===== config.mk =====
export PLATFORM = sky130hd
export DESIGN_NAME = i2c_telegram_slave
export DESIGN_NICKNAME = d
export VERILOG_FILES = /design/src/rtl/i2c_tel_pkg.sv /design/src/rtl/i2c_tel_line_sync.sv /design/src/rtl/i2c_tel_wait_timer.sv /design/src/rtl/i2c_tel_engine.sv /design/src/rtl/i2c_telegram_slave.sv
export SDC_FILE = /design/constraint.sdc
export NUM_CORES = 1
export LEC_CHECK = 0
export BUFFER_PORTS_ARGS = -buffer_cell sky130_fd_sc_hd__buf_4
export CAP_MARGIN = 15
export CORE_MARGIN = 10
export CORE_UTILIZATION = 35
export CTS_BUF_LIST = sky130_fd_sc_hd__clkbuf_16
export DETAILED_ROUTE_END_ITERATION = 8
export SLEW_MARGIN = 20
export SYNTH_ARGS = -nofsm -noshare
export SYNTH_HDL_FRONTEND = slang
export SYNTH_HIERARCHICAL = 1
export SYNTH_SLANG_ARGS = --single-unit
export TNS_END_PERCENT = 30

===== constraint.sdc =====
create_clock -name clk -period 3.09 [get_ports clk]
set_clock_uncertainty 0.15 [all_clocks]
set_input_delay 0.618 -clock clk [delete_from_list [all_inputs] [get_ports clk]]
set_output_delay 0.618 -clock clk [all_outputs]
set_load 0.03 [all_outputs]

===== src/rtl/i2c_tel_pkg.sv =====
package i2c_tel_pkg;

    localparam int BYTE_W = 8;
    localparam int WORD_W = 16;

    localparam logic [BYTE_W-1:0] SUB_CTRL   = 8'h00;
    localparam logic [BYTE_W-1:0] SUB_DEM_WR = 8'h10;
    localparam logic [BYTE_W-1:0] SUB_DEM_RD = 8'h11;
    localparam logic [BYTE_W-1:0] SUB_DSP_WR = 8'h12;
    localparam logic [BYTE_W-1:0] SUB_DSP_RD = 8'h13;

    typedef enum logic [2:0] {
        ST_IDLE,
        ST_RX,
        ST_ACK,
        ST_WAIT,
        ST_TX,
        ST_MACK,
        ST_IGNORE
    } link_st_e;

    typedef enum logic [2:0] {
        PH_DEV,
        PH_SUB,
        PH_AHI,
        PH_ALO,
        PH_DHI,
        PH_DLO,
        PH_DONE
    } tel_ph_e;

    typedef struct packed {
        link_st_e           st;
        tel_ph_e            ph;
        logic [3:0]         bitcnt;
        logic [BYTE_W-1:0]  shreg;
        logic [BYTE_W-1:0]  sub;
        logic [WORD_W-1:0]  addr;
        logic [WORD_W-1:0]  wdata;
        logic [WORD_W-1:0]  rdbuf;
        logic               tx_mode;
        logic               tx_lo;
        logic               mack_ok;
        logic               sda_oe;
        logic               scl_oe;
        logic               req_valid;
        logic               req_write;
        logic               xfer_err;
        logic               ctl_rst;
        logic               ctl_err;
    } tel_regs_t;

    function automatic logic [6:0] dev_base(input logic [1:0] strap);
        case (strap)
            2'b00:   return 7'h40;
            2'b01:   return 7'h42;
            default: return 7'h44;
        endcase
    endfunction

    function automatic logic sub_is_rd(input logic [BYTE_W-1:0] s);
        return (s == SUB_DEM_RD) || (s == SUB_DSP_RD);
    endfunction

    function automatic logic sub_is_wr(input logic [BYTE_W-1:0] s);
        return (s == SUB_DEM_WR) || (s == SUB_DSP_WR);
    endfunction

    function automatic logic sub_known(input logic [BYTE_W-1:0] s);
        return sub_is_rd(s) || sub_is_wr(s) || (s == SUB_CTRL);
    endfunction

endpackage


===== src/rtl/i2c_tel_line_sync.sv =====
module i2c_tel_line_sync #(
    parameter int N_LINES = 2,
    parameter int STAGES  = 2
) (
    input  logic               clk,
    input  logic               rst_n,
    input  logic [N_LINES-1:0] line_i,
    output logic [N_LINES-1:0] line_o,
    output logic [N_LINES-1:0] line_prev_o
);

    for (genvar g = 0; g < N_LINES; g++) begin : g_line
        logic [STAGES:0] pipe_q;
        logic [STAGES:0] pipe_d;

        always_comb begin
            pipe_d = {pipe_q[STAGES-1:0], line_i[g]};
        end

        always_ff @(posedge clk or negedge rst_n) begin
            if (!rst_n) begin
                pipe_q <= '1;
            end else begin
                pipe_q <= pipe_d;
            end
        end

        assign line_o[g]      = pipe_q[STAGES-1];
        assign line_prev_o[g] = pipe_q[STAGES];
    end

endmodule


===== src/rtl/i2c_tel_wait_timer.sv =====
module i2c_tel_wait_timer #(
    parameter int NORM_WAIT_CYC = 50000,
    parameter int ERR_WAIT_CYC  = 90000
) (
    input  logic clk,
    input  logic rst_n,
    input  logic run_i,
    input  logic long_i,
    output logic expired_o
);

    localparam int CNT_W = $clog2(ERR_WAIT_CYC + 1);
    localparam logic [CNT_W-1:0] NORM_LIM = CNT_W'(NORM_WAIT_CYC);
    localparam logic [CNT_W-1:0] ERR_LIM  = CNT_W'(ERR_WAIT_CYC);

    logic [CNT_W-1:0] cnt_q;
    logic [CNT_W-1:0] cnt_d;
    logic [CNT_W-1:0] limit;

    always_comb begin
        limit     = long_i ? ERR_LIM : NORM_LIM;
        expired_o = run_i && (cnt_q >= limit);
        if (!run_i) begin
            cnt_d = '0;
        end else if (expired_o) begin
            cnt_d = cnt_q;
        end else begin
            cnt_d = cnt_q + 1'b1;
        end
    end

    always_ff @(posedge clk or negedge rst_n) begin
        if (!rst_n) begin
            cnt_q <= '0;
        end else begin
            cnt_q <= cnt_d;
        end
    end

endmodule


===== src/rtl/i2c_tel_engine.sv =====
module i2c_tel_engine
    import i2c_tel_pkg::*;
(
    input  logic              clk,
    input  logic              rst_n,
    input  logic [1:0]        strap_i,
    input  logic              scl_lvl,
    input  logic              scl_prev,
    input  logic              sda_lvl,
    input  logic              sda_prev,
    input  logic              expired_i,
    input  logic              req_ack_i,
    input  logic [WORD_W-1:0] req_rdata_i,
    output logic              wait_o,
    output logic              scl_oe_o,
    output logic              sda_oe_o,
    output logic              req_valid_o,
    output logic              req_write_o,
    output logic [BYTE_W-1:0] req_sub_o,
    output logic [WORD_W-1:0] req_addr_o,
    output logic [WORD_W-1:0] req_wdata_o
);

    tel_regs_t q, d;
    logic scl_rise, scl_fall, start_ev, stop_ev;

    assign scl_rise = scl_lvl & ~scl_prev;
    assign scl_fall = ~scl_lvl & scl_prev;
    assign start_ev = scl_lvl & scl_prev & sda_prev & ~sda_lvl;
    assign stop_ev  = scl_lvl & scl_prev & ~sda_prev & sda_lvl;

    always_comb begin
        logic byte_ack;
        logic byte_req;
        logic byte_tx;
        logic byte_wr;
        d        = q;
        byte_ack = 1'b0;
        byte_req = 1'b0;
        byte_tx  = 1'b0;
        byte_wr  = 1'b0;
        if (stop_ev) begin
            d.st        = ST_IDLE;
            d.sda_oe    = 1'b0;
            d.scl_oe    = 1'b0;
            d.req_valid = 1'b0;
            d.xfer_err  = 1'b0;
        end else if (start_ev) begin
            d.sda_oe = 1'b0;
            d.bitcnt = '0;
            if (q.xfer_err) begin
                d.st = ST_IGNORE;
            end else begin
                d.st = ST_RX;
                d.ph = PH_DEV;
            end
        end else begin
            case (q.st)
                ST_RX: begin
                    if (scl_rise && q.bitcnt < 4'd8) begin
                        d.shreg  = {q.shreg[BYTE_W-2:0], sda_lvl};
                        d.bitcnt = q.bitcnt + 4'd1;
                    end else if (scl_fall && q.bitcnt == 4'd8) begin
                        d.bitcnt = '0;
                        case (q.ph)
                            PH_DEV: begin
                                if (q.shreg[7:1] == dev_base(strap_i)) begin
                                    byte_ack = 1'b1;
                                    if (q.shreg[0]) begin
                                        byte_tx = 1'b1;
                                        if (q.sub == SUB_CTRL) begin
                                            d.rdbuf   = {q.ctl_rst, q.ctl_err, 14'd0};
                                            d.ctl_rst = 1'b0;
                                        end
                                    end else begin
                                        d.ph = PH_SUB;
                                    end
                                end
                            end
                            PH_SUB: begin
                                if (sub_known(q.shreg)) begin
                                    byte_ack = 1'b1;
                                    d.sub    = q.shreg;
                                    d.ph     = PH_AHI;
                                end
                            end
                            PH_AHI: begin
                                byte_ack     = 1'b1;
                                d.addr[15:8] = q.shreg;
                                d.ph         = PH_ALO;
                            end
                            PH_ALO: begin
                                d.addr[7:0] = q.shreg;
                                d.ph        = PH_DHI;
                                if (sub_is_rd(q.sub)) begin
                                    byte_req = 1'b1;
                                end else begin
                                    byte_ack = 1'b1;
                                end
                            end
                            PH_DHI: begin
                                d.wdata[15:8] = q.shreg;
                                d.ph          = PH_DLO;
                                byte_ack      = !sub_is_rd(q.sub);
                            end
                            PH_DLO: begin
                                d.wdata[7:0] = q.shreg;
                                d.ph         = PH_DONE;
                                if (sub_is_wr(q.sub)) begin
                                    byte_req = 1'b1;
                                    byte_wr  = 1'b1;
                                end else if (q.sub == SUB_CTRL) begin
                                    byte_ack = 1'b1;
                                    if (q.wdata[15]) begin
                                        d.ctl_rst   = 1'b1;
                                        d.ctl_err   = 1'b0;
                                        d.req_valid = 1'b0;
                                    end
                                end
                            end
                            default: ;
                        endcase
                        if (byte_req) begin
                            d.st        = ST_WAIT;
                            d.scl_oe    = 1'b1;
                            d.req_valid = 1'b1;
                            d.req_write = byte_wr;
                        end else if (byte_ack) begin
                            d.st      = ST_ACK;
                            d.sda_oe  = 1'b1;
                            d.tx_mode = byte_tx;
                        end else begin
                            d.st = ST_IGNORE;
                        end
                    end
                end
                ST_WAIT: begin
                    if (req_ack_i) begin
                        d.req_valid = 1'b0;
                        d.scl_oe    = 1'b0;
                        d.sda_oe    = 1'b1;
                        d.tx_mode   = 1'b0;
                        d.st        = ST_ACK;
                        if (!q.req_write) begin
                            d.rdbuf = req_rdata_i;
                        end
                    end else if (expired_i) begin
                        d.req_valid = 1'b0;
                        d.scl_oe    = 1'b0;
                        d.sda_oe    = 1'b0;
                        d.ctl_err   = 1'b1;
                        d.xfer_err  = 1'b1;
                        d.st        = ST_IGNORE;
                    end
                end
                ST_ACK: begin
                    if (scl_fall) begin
                        d.bitcnt = '0;
                        if (q.tx_mode) begin
                            d.st     = ST_TX;
                            d.shreg  = q.rdbuf[15:8];
                            d.sda_oe = !q.rdbuf[15];
                            d.tx_lo  = 1'b0;
                        end else begin
                            d.st     = ST_RX;
                            d.sda_oe = 1'b0;
                        end
                    end
                end
                ST_TX: begin
                    if (scl_fall) begin
                        if (q.bitcnt == 4'd7) begin
                            d.sda_oe = 1'b0;
                            d.st     = ST_MACK;
                        end else begin
                            d.shreg  = {q.shreg[BYTE_W-2:0], 1'b0};
                            d.sda_oe = !q.shreg[BYTE_W-2];
                            d.bitcnt = q.bitcnt + 4'd1;
                        end
                    end
                end
                ST_MACK: begin
                    if (scl_rise) begin
                        d.mack_ok = !sda_lvl;
                    end else if (scl_fall) begin
                        if (q.mack_ok && !q.tx_lo) begin
                            d.tx_lo  = 1'b1;
                            d.shreg  = q.rdbuf[7:0];
                            d.sda_oe = !q.rdbuf[7];
                            d.bitcnt = '0;
                            d.st     = ST_TX;
                        end else begin
                            d.st = ST_IGNORE;
                        end
                    end
                end
                default: begin
                    d.sda_oe = 1'b0;
                    d.scl_oe = 1'b0;
                end
            endcase
        end
    end

    always_ff @(posedge clk or negedge rst_n) begin
        if (!rst_n) begin
            q         <= '0;
            q.ctl_rst <= 1'b1;
        end else begin
            q <= d;
        end
    end

    assign wait_o      = (q.st == ST_WAIT);
    assign scl_oe_o    = q.scl_oe;
    assign sda_oe_o    = q.sda_oe;
    assign req_valid_o = q.req_valid;
    assign req_write_o = q.req_write;
    assign req_sub_o   = q.sub;
    assign req_addr_o  = q.addr;
    assign req_wdata_o = q.wdata;

endmodule


===== src/rtl/i2c_telegram_slave.sv =====
module i2c_telegram_slave
    import i2c_tel_pkg::*;
#(
    parameter int NORM_WAIT_CYC = 50000,
    parameter int ERR_WAIT_CYC  = 90000,
    parameter int SYNC_STAGES   = 2
) (
    input  logic        clk,
    input  logic        rst_n,
    input  logic [1:0]  strap_sel,
    input  logic        hw_err_i,
    input  logic        scl_i,
    input  logic        sda_i,
    output logic        scl_oe,
    output logic        sda_oe,
    output logic        req_valid,
    output logic        req_write,
    output logic [7:0]  req_sub,
    output logic [15:0] req_addr,
    output logic [15:0] req_wdata,
    input  logic        req_ack,
    input  logic [15:0] req_rdata
);

    localparam int N_LINES = 2;
    localparam int IDX_SCL = 0;
    localparam int IDX_SDA = 1;

    logic [N_LINES-1:0] lines_raw, lines_now, lines_prev;
    logic               wait_act;
    logic               expired;

    assign lines_raw[IDX_SCL] = scl_i;
    assign lines_raw[IDX_SDA] = sda_i;

    i2c_tel_line_sync #(
        .N_LINES (N_LINES),
        .STAGES  (SYNC_STAGES)
    ) u_sync (
        .clk         (clk),
        .rst_n       (rst_n),
        .line_i      (lines_raw),
        .line_o      (lines_now),
        .line_prev_o (lines_prev)
    );

    i2c_tel_wait_timer #(
        .NORM_WAIT_CYC (NORM_WAIT_CYC),
        .ERR_WAIT_CYC  (ERR_WAIT_CYC)
    ) u_timer (
        .clk       (clk),
        .rst_n     (rst_n),
        .run_i     (wait_act),
        .long_i    (hw_err_i),
        .expired_o (expired)
    );

    i2c_tel_engine u_engine (
        .clk         (clk),
        .rst_n       (rst_n),
        .strap_i     (strap_sel),
        .scl_lvl     (lines_now[IDX_SCL]),
        .scl_prev    (lines_prev[IDX_SCL]),
        .sda_lvl     (lines_now[IDX_SDA]),
        .sda_prev    (lines_prev[IDX_SDA]),
        .expired_i   (expired),
        .req_ack_i   (req_ack),
        .req_rdata_i (req_rdata),
        .wait_o      (wait_act),
        .scl_oe_o    (scl_oe),
        .sda_oe_o    (sda_oe),
        .req_valid_o (req_valid),
        .req_write_o (req_write),
        .req_sub_o   (req_sub),
        .req_addr_o  (req_addr),
        .req_wdata_o (req_wdata)
    );

endmodule


==> results of run 1 <==
==> kinds of logic after synthesis <==
logic type / share of synthesized area (%)
compound gates: 16.1
xor+xnor: 0.740
fa+ha+maj: 2.54
buf+inv: 9.35
flops: 45.4
mux: 7.89
simple gates: 18.0
==> path summary, 6_finish.rpt <==
kind | to | slack (ps) | cells past startpoint
setup / recovery | u_engine/q[81] | 320 | 12
hold / removal | u_engine/req_wdata_o[10] | 90 | 1
setup reg to reg | u_engine/q[81] | 330 | 10
hold reg to reg | u_sync/g_line[1].pipe_q[1] | 210 | 0
max in group asynchronous | u_timer/cnt_q[16] | 1990 | 2
min in group clk | u_sync/g_line[1].pipe_q[1] | 210 | 0
==> registers in the layout (all words and copies together) (netlist names) <==
name / flops
u_engine/q: 40
u_engine/req_addr_o: 16
u_engine/req_sub_o: 8
u_engine/req_valid_o: 1
u_engine/req_wdata_o: 16
u_engine/req_write_o: 1
u_engine/scl_oe_o: 1
u_engine/sda_oe_o: 1
u_sync/g_line.pipe_q: 6
u_timer/cnt_q: 17
==> per-layer routing <==
metal / up-vias / part of all wire, % / global-route usage [%]
met5: - / 0 / 0
met4: 0 / 1.1 / 3.40
met3: 19 / 7.2 / 4.47
met2: 137 / 47 / 20.9
met1: 2199 / 44 / 16.1
li1: 2147 / - / -
==> Yosys cell counts (11+ instances only) <==
cell type	n	area, µm²
sky130_fd_sc_hd__buf_4	45	338
sky130_fd_sc_hd__o31ai_1	12	90.1
sky130_fd_sc_hd__a21oi_1	22	110
sky130_fd_sc_hd__clkbuf_1	19	71.3
sky130_fd_sc_hd__nand3_1	13	65.1
sky130_fd_sc_hd__ha_1	12	150
sky130_fd_sc_hd__dfrtp_1	100	2500
sky130_fd_sc_hd__o21ai_0	35	175
sky130_fd_sc_hd__o21ai_1	11	55.1
sky130_fd_sc_hd__nand2_1	67	251
sky130_fd_sc_hd__nor2_1	23	86.3
sky130_fd_sc_hd__mux2_2	36	405
sky130_fd_sc_hd__inv_1	17	63.8
==> worst reg2reg max path, delay by kind of cell (launching register included) <==
| kind | cells | cell delay [ps] |
|---|---|---|
| fa+ha+maj | 1 | 340 |
| compound gates | 6 | 1150 |
| flops | 1 | 460 |
| simple gates | 3 | 560 |
==> layout make-up <==
cell class | count | area, µm²
Fill cell | 1662 | 9970
Sequential cell | 107 | 2690
Multi-Input combinational cell | 390 | 2680
Timing Repair Buffer | 84 | 643
Tap cell | 220 | 275
Clock buffer | 9 | 225
Inverter | 17 | 63.8
Clock inverter | 6 | 46.3
==> power by group through the flow <==
stage	Combinational (mW)	Sequential, mW	Clock, mW
after floorplan	0.915	1.62	0
after global placement	1.10	1.76	0
after detailed placement	1.11	1.77	0
after CTS	1.12	1.74	1.12
after global routing	1.25	1.77	1.18
final	1.12	1.75	1.09
==> stage by stage <==
step | total power, mW | instances | utilization [%]
2_1_floorplan | 2.53 | 588 | -
6_report | 3.96 | 833 | 39.9
3_3_place_gp | 2.86 | 818 | 38.3
3_5_place_dp | 2.89 | 818 | 38.3
4_1_cts | 3.99 | 833 | 39.9
5_1_grt | 4.20 | 833 | 39.9
==> results.yml, run 1 <==
yosys:
  seq_area_frac_synth_pct: 45.4
  yosys_warns: 6
  synthesis.area_um2: 5920
  synth_edf_count: 0
  synthFlopType: "sky130_fd_sc_hd__dfrtp_1"
  postSynthCellCount: 588
  postSynthRegisterBits: 107
  syn_nets: 624
  syn_area_per_cell_um2: 10.1
  ys_async_sr_fraction_pct: 100
  count_of_cell_types_in_the_netlist: 76
drt:
  drc: 0
  number_of_vias_per_cell: 5.40
  drt-wirelength-per-cell_um: 17.4
  postRouteAntennaNets: 0
  num_vias: 4502
  drt_pass1_iterations: 7
  totalWireLength_um: 14500
  drtIter0Drc: 277
placement:
  place.gp.congestion: 0.913
  place_ws_ps: 22.3
  portbufs: 67
  detailed_place.area_um2: 6340
  detailed_place_hpwl_um: 10800
cts:
  ctsHoldBuffers: 0
  clk_latency_ps: 360
  cts.htree.levels: 3
  clockRootBuffer: "sky130_fd_sc_hd__clkbuf_16"
  post-cts-setup-buffer-count: 0
  clk_pin_slew_ps: 70
  clock_path_buffers: 2
  cts-resized-gates: 0
  numClockSinks: 107
  tritoncts: "done"
  cts-buffers-inserted: 9
floorplan:
  die-area_um2: 22500
  core_area_um2: 16600
  die_width_um: 150
  num_io_pins: 68
  starting_density_of_the_core_pct: 35.7
  row_count: 47
  die-height_um: 150
grt:
  first_global_vias: 4552
  largest_net_degree_at_the_start_of_global_routing: 44
  first_pass_grt_wire_length_um: 23600
  grt_total_ovfl: 0
  initial_antenna_violation_count: 0
  grt_util_all_layers_pct: 12.9
layout:
  layout_commonest_cell: "sky130_fd_sc_hd__dfrtp_1"
  post_route_cells_drive_above_1_share_pct: 26.3
  finish.instance_area_um2: 6620
  top_library_cells_by_usage_in_the_layout_fill_and_taps_aside: "100 x sky130_fd_sc_hd__dfrtp_1, 83 x sky130_fd_sc_hd__buf_4, 67 x sky130_fd_sc_hd__nand2_1, 36 x sky130_fd_sc_hd__mux2_2, 35 x sky130_fd_sc_hd__o21ai_0"
  diodes: 0
  areaGrowthSynthToFinish_pct: 11.8
  fin_nets: 645
critical_path:
  startpoint: "hw_err_i"
  worstPathRequired_ps: 3190
  worst-path-max-fanout: 5
  worstPathCellList: "buf_4 > inv_1 > ha_1 > a21oi_1 > nand2_1 > a211oi_2 > nor3_1 > nor3b_1 > a21oi_2 > a41oi_1 > a2111oi_0 > a21o_1"
  worstPathArrival_ps: 2870
  cp_num_buf_inv: 2
  start_kind: "input pin"
  worstReg2RegStart: "u_timer/cnt_q[12]"
  critical_path.max_stage_delay_ps: 350
  worstSetupEndpointType: "register"
  timing.critical_path.max_delay_family: "compound AO/OA/AOI/OAI gates"
  max_stage_delay_cell_worst_path: "sky130_fd_sc_hd__nor3b_1"
  worst_setup_path_type: "input pin to register"
sta:
  pin_slew_with_the_least_headroom_to_its_limit_ps: 809
  timing.final.crit_period_ps: 2770
  fin_hold_ws_ps: 94.1
  tns_ps: 0
  finalCritPeriodShare_pct: 89.7
  slew_headroom_pct: 45.9
  grt_setup_unrepaired: "false"
  final_hold_viol_count: 0
  setup_slack_ps: 317
  setup_violations: 0
  fmaxAchievable_mhz: 361
  final-max-slew-violation-count: 0
power:
  worst_ir_drop_vdd_mv: 0.323
  power.sequential.fraction_pct: 44.1
  total_leakage_power_nw: 2.97
  swShare_pct: 36.0
  comb_power_share_pct: 28.4
  power-per-cell-area_nw_per_um2: 598
  netSwitchingPower_mw: 1.42
  clkPwrFrac_pct: 27.5
  cellInternalPower_mw: 2.53
hold_path:
  hold_path_class: "input pin to async pin"
job:
  drv.max_cap_violation_count: 0
run_status:
  outcome: "complete, no violations"
(Power assumes the default switching activity.)
==> inputs of run 2 (changes only) <==
--- a/config.mk
+++ b/config.mk
@@ -8,12 +8,11 @@
 export BUFFER_PORTS_ARGS = -buffer_cell sky130_fd_sc_hd__buf_4
 export CAP_MARGIN = 15
 export CORE_MARGIN = 10
-export CORE_UTILIZATION = 35
-export CTS_BUF_LIST = sky130_fd_sc_hd__clkbuf_16
+export CORE_UTILIZATION = 40
 export DETAILED_ROUTE_END_ITERATION = 8
 export SLEW_MARGIN = 20
 export SYNTH_ARGS = -nofsm -noshare
 export SYNTH_HDL_FRONTEND = slang
 export SYNTH_HIERARCHICAL = 1
 export SYNTH_SLANG_ARGS = --single-unit
-export TNS_END_PERCENT = 30
+export TNS_END_PERCENT = 1
==> run 2 against run 1 <==
Worst setup slack gained 26 ps. Global-route usage is 1.9 points higher. Power increased by 4.4%. Via count grew 2.4%. Core utilization rose by 6.0 points. Wire length grew 1.9%. Combinational power up 8%. Clock power up 10%. First-iteration DRC count is 34% higher. Critical path type unchanged. Highest routed layer unchanged.
==> results.yml, run 2 (synthesis results as in run 1) <==
cts:
  clock_path_buffers: 2
  clk_latency_ps: 360
  numClockSinks: 107
  cts-buffers-inserted: 9
  cts.htree.levels: 3
  ctsHoldBuffers: 0
  tritoncts: "done"
  clk_pin_slew_ps: 70
  clockRootBuffer: "sky130_fd_sc_hd__clkbuf_16"
placement:
  detailed_place_hpwl_um: 11000
  portbufs: 67
  place.gp.congestion: 0.933
  post-place-cells: 790
drt:
  postRouteAntennaNets: 0
  drt_pass1_iterations: 6
  drtIter0Drc: 372
  drc: 0
  num_vias: 4611
  totalWireLength_um: 14800
  drt-wirelength-per-cell_um: 18.3
  number_of_vias_per_cell: 5.72
layout:
  post_route_cells_drive_above_1_share_pct: 27.7
  final_cell_count_no_fill: 806
  reg.largest.list: "u_engine/q x40, u_timer/cnt_q x17"
  fillers: 1392
  register_area_um2: 2690
  fin_nets: 653
  areaGrowthSynthToFinish_pct: 12.9
  top_register: "u_engine/q"
  multi_input_comb_area_um2: 2680
  layout_commonest_cell: "sky130_fd_sc_hd__dfrtp_1"
  top_library_cells_by_usage_in_the_layout_fill_and_taps_aside: "100 x sky130_fd_sc_hd__dfrtp_1, 91 x sky130_fd_sc_hd__buf_4, 67 x sky130_fd_sc_hd__nand2_1, 36 x sky130_fd_sc_hd__mux2_2, 35 x sky130_fd_sc_hd__o21ai_0"
  max_reg_flops: 40
  diodes: 0
grt:
  grt_util_all_layers_pct: 14.8
  largest_net_degree_at_the_start_of_global_routing: 55
  first_pass_grt_wire_length_um: 24300
  grt_total_ovfl: 0
  initial_antenna_violation_count: 0
  first_global_vias: 4699
power:
  clkPwrFrac_pct: 29.1
  power.sequential.fraction_pct: 41.6
  swShare_pct: 35.1
  cellInternalPower_mw: 2.68
  worst_ir_drop_vdd_mv: 0.288
  comb_power_share_pct: 29.2
  total_leakage_power_nw: 3.02
  netSwitchingPower_mw: 1.45
  power-per-cell-area_nw_per_um2: 619
floorplan:
  num_io_pins: 68
  die-height_um: 142
  core_area_um2: 14500
  row_count: 44
  die-area_um2: 20100
  starting_density_of_the_core_pct: 40.7
  die_width_um: 142
critical_path:
  worstSetupEndpointType: "register"
  start_kind: "input pin"
  cp_num_buf_inv: 4
  timing.critical_path.mode_cell: "sky130_fd_sc_hd__buf_4"
  worstPathArrival_ps: 2840
  worst-path-max-fanout: 4
  worstReg2RegStart: "u_timer/cnt_q[12]"
  worstPathCellList: "buf_4 > inv_1 > buf_4 > ha_1 > nand3_1 > nor2_1 > a211oi_2 > nor3_1 > nor3b_1 > a21oi_2 > a41oi_1 > buf_4 > nand2_1 > o41ai_1"
  critical_path.max_stage_delay_ps: 340
  timing.critical_path.max_delay_family: "compound AO/OA/AOI/OAI gates"
  startpoint: "hw_err_i"
  max_stage_delay_cell_worst_path: "sky130_fd_sc_hd__nor3b_1"
  worst_setup_path_type: "input pin to register"
  worstPathRequired_ps: 3180
hold_path:
  hold_path_class: "input pin to async pin"
sta:
  setup_violations: 0
  pin_slew_with_the_least_headroom_to_its_limit_ps: 752
  final-max-slew-violation-count: 0
  final_hold_viol_count: 0
  slew_headroom_pct: 49.6
  tns_ps: 0
  fmaxAchievable_mhz: 364
  timing.final.crit_period_ps: 2750
  finalCritPeriodShare_pct: 88.9
  grt_setup_unrepaired: "false"
run_status:
  outcome: "complete, no violations"
job:
  drv.max_cap_violation_count: 0
==> run 2: cell count changes in the layout (fill, tap and decap cells not counted), sizes merged <==
| cell | delta |
|---|---|
| buf | +8 |
| bufinv | +1 |
| clkbuf | +1 |
| clkinv | -1 |
==> run 2: timing repair <==
item / 4_1_cts / 5_1_grt
resized for setup: 0 / 1
setup endpoints to repair: 0 / 4
setup buffers: 0 / 0
endpoints found under the hold margin: 0 / 0
==> run 2: per-layer routing <==
| metal | global-route usage (%) | up-vias | share of wire, % |
|---|---|---|---|
| met5 | 0 | - | 0 |
| met4 | 5.54 | 0 | 1.9 |
| met3 | 3.74 | 20 | 6.8 |
| met2 | 23.2 | 150 | 46 |
| met1 | 19.3 | 2284 | 45 |
| li1 | - | 2157 | - |
==> run 2: worst paths after layout <==
kind / cells past startpoint / to / slack, ps
worst max-delay path: 14 / u_engine/q[82] / 340
worst min-delay path: 1 / u_engine/req_addr_o[12] / 150
worst max register to register: 11 / u_engine/q[82] / 350
worst min register to register: 0 / u_sync/g_line[1].pipe_q[1] / 210
max in group asynchronous: 2 / u_engine/req_addr_o[8] / 1880
min in group clk: 0 / u_sync/g_line[1].pipe_q[1] / 210
==> run 2: power by group through the flow <==
stage                     Clock (mW)  Combinational (mW)  Sequential, mW
final                           1.20                1.21            1.72
after global routing            1.29                1.34            1.74
after CTS                       1.23                1.20            1.72
after detailed placement           0                1.20            1.74
after global placement             0                1.17            1.74
after floorplan                    0               0.915            1.62
==> run 2: layout make-up <==
class | count | share of cell area [%]
clock buffers | 10 | 3.58
clock inverters | 6 | 1.05
inverters | 17 | 0.956
multi-input cells | 390 | 40.2
flip-flops and latches | 107 | 40.2
well taps | 184 | 3.45
repair buffers | 92 | 10.5
==> run 2: through the flow <==
step | utilization [%] | hold WS (ps) | total power, mW | instance area, µm² | worst slack (ps)
6_report | 45.9 | 152 | 4.13 | 6680 | 343
5_1_grt | 45.9 | 201 | 4.37 | 6680 | 93.7
4_1_cts | 45.9 | 178 | 4.15 | 6670 | 311
3_5_place_dp | 43.8 | 198 | 2.94 | 6360 | -37.8
3_3_place_gp | 43.8 | 196 | 2.91 | 6360 | 86.3
2_1_floorplan | - | 172 | 2.53 | 5920 | 169
==> run 2: worst reg2reg max path, cell delays in order (launching register included) <==
cell	delay [ps]
sky130_fd_sc_hd__dfrtp_1	460
sky130_fd_sc_hd__ha_1	340
sky130_fd_sc_hd__a21oi_1	130
sky130_fd_sc_hd__nand2_1	90
sky130_fd_sc_hd__a211oi_2	300
sky130_fd_sc_hd__nor3_1	130
sky130_fd_sc_hd__nor3b_1	340
sky130_fd_sc_hd__a21oi_2	70
sky130_fd_sc_hd__a41oi_1	320
sky130_fd_sc_hd__buf_4	180
sky130_fd_sc_hd__nand2_1	50
sky130_fd_sc_hd__o41ai_1	70
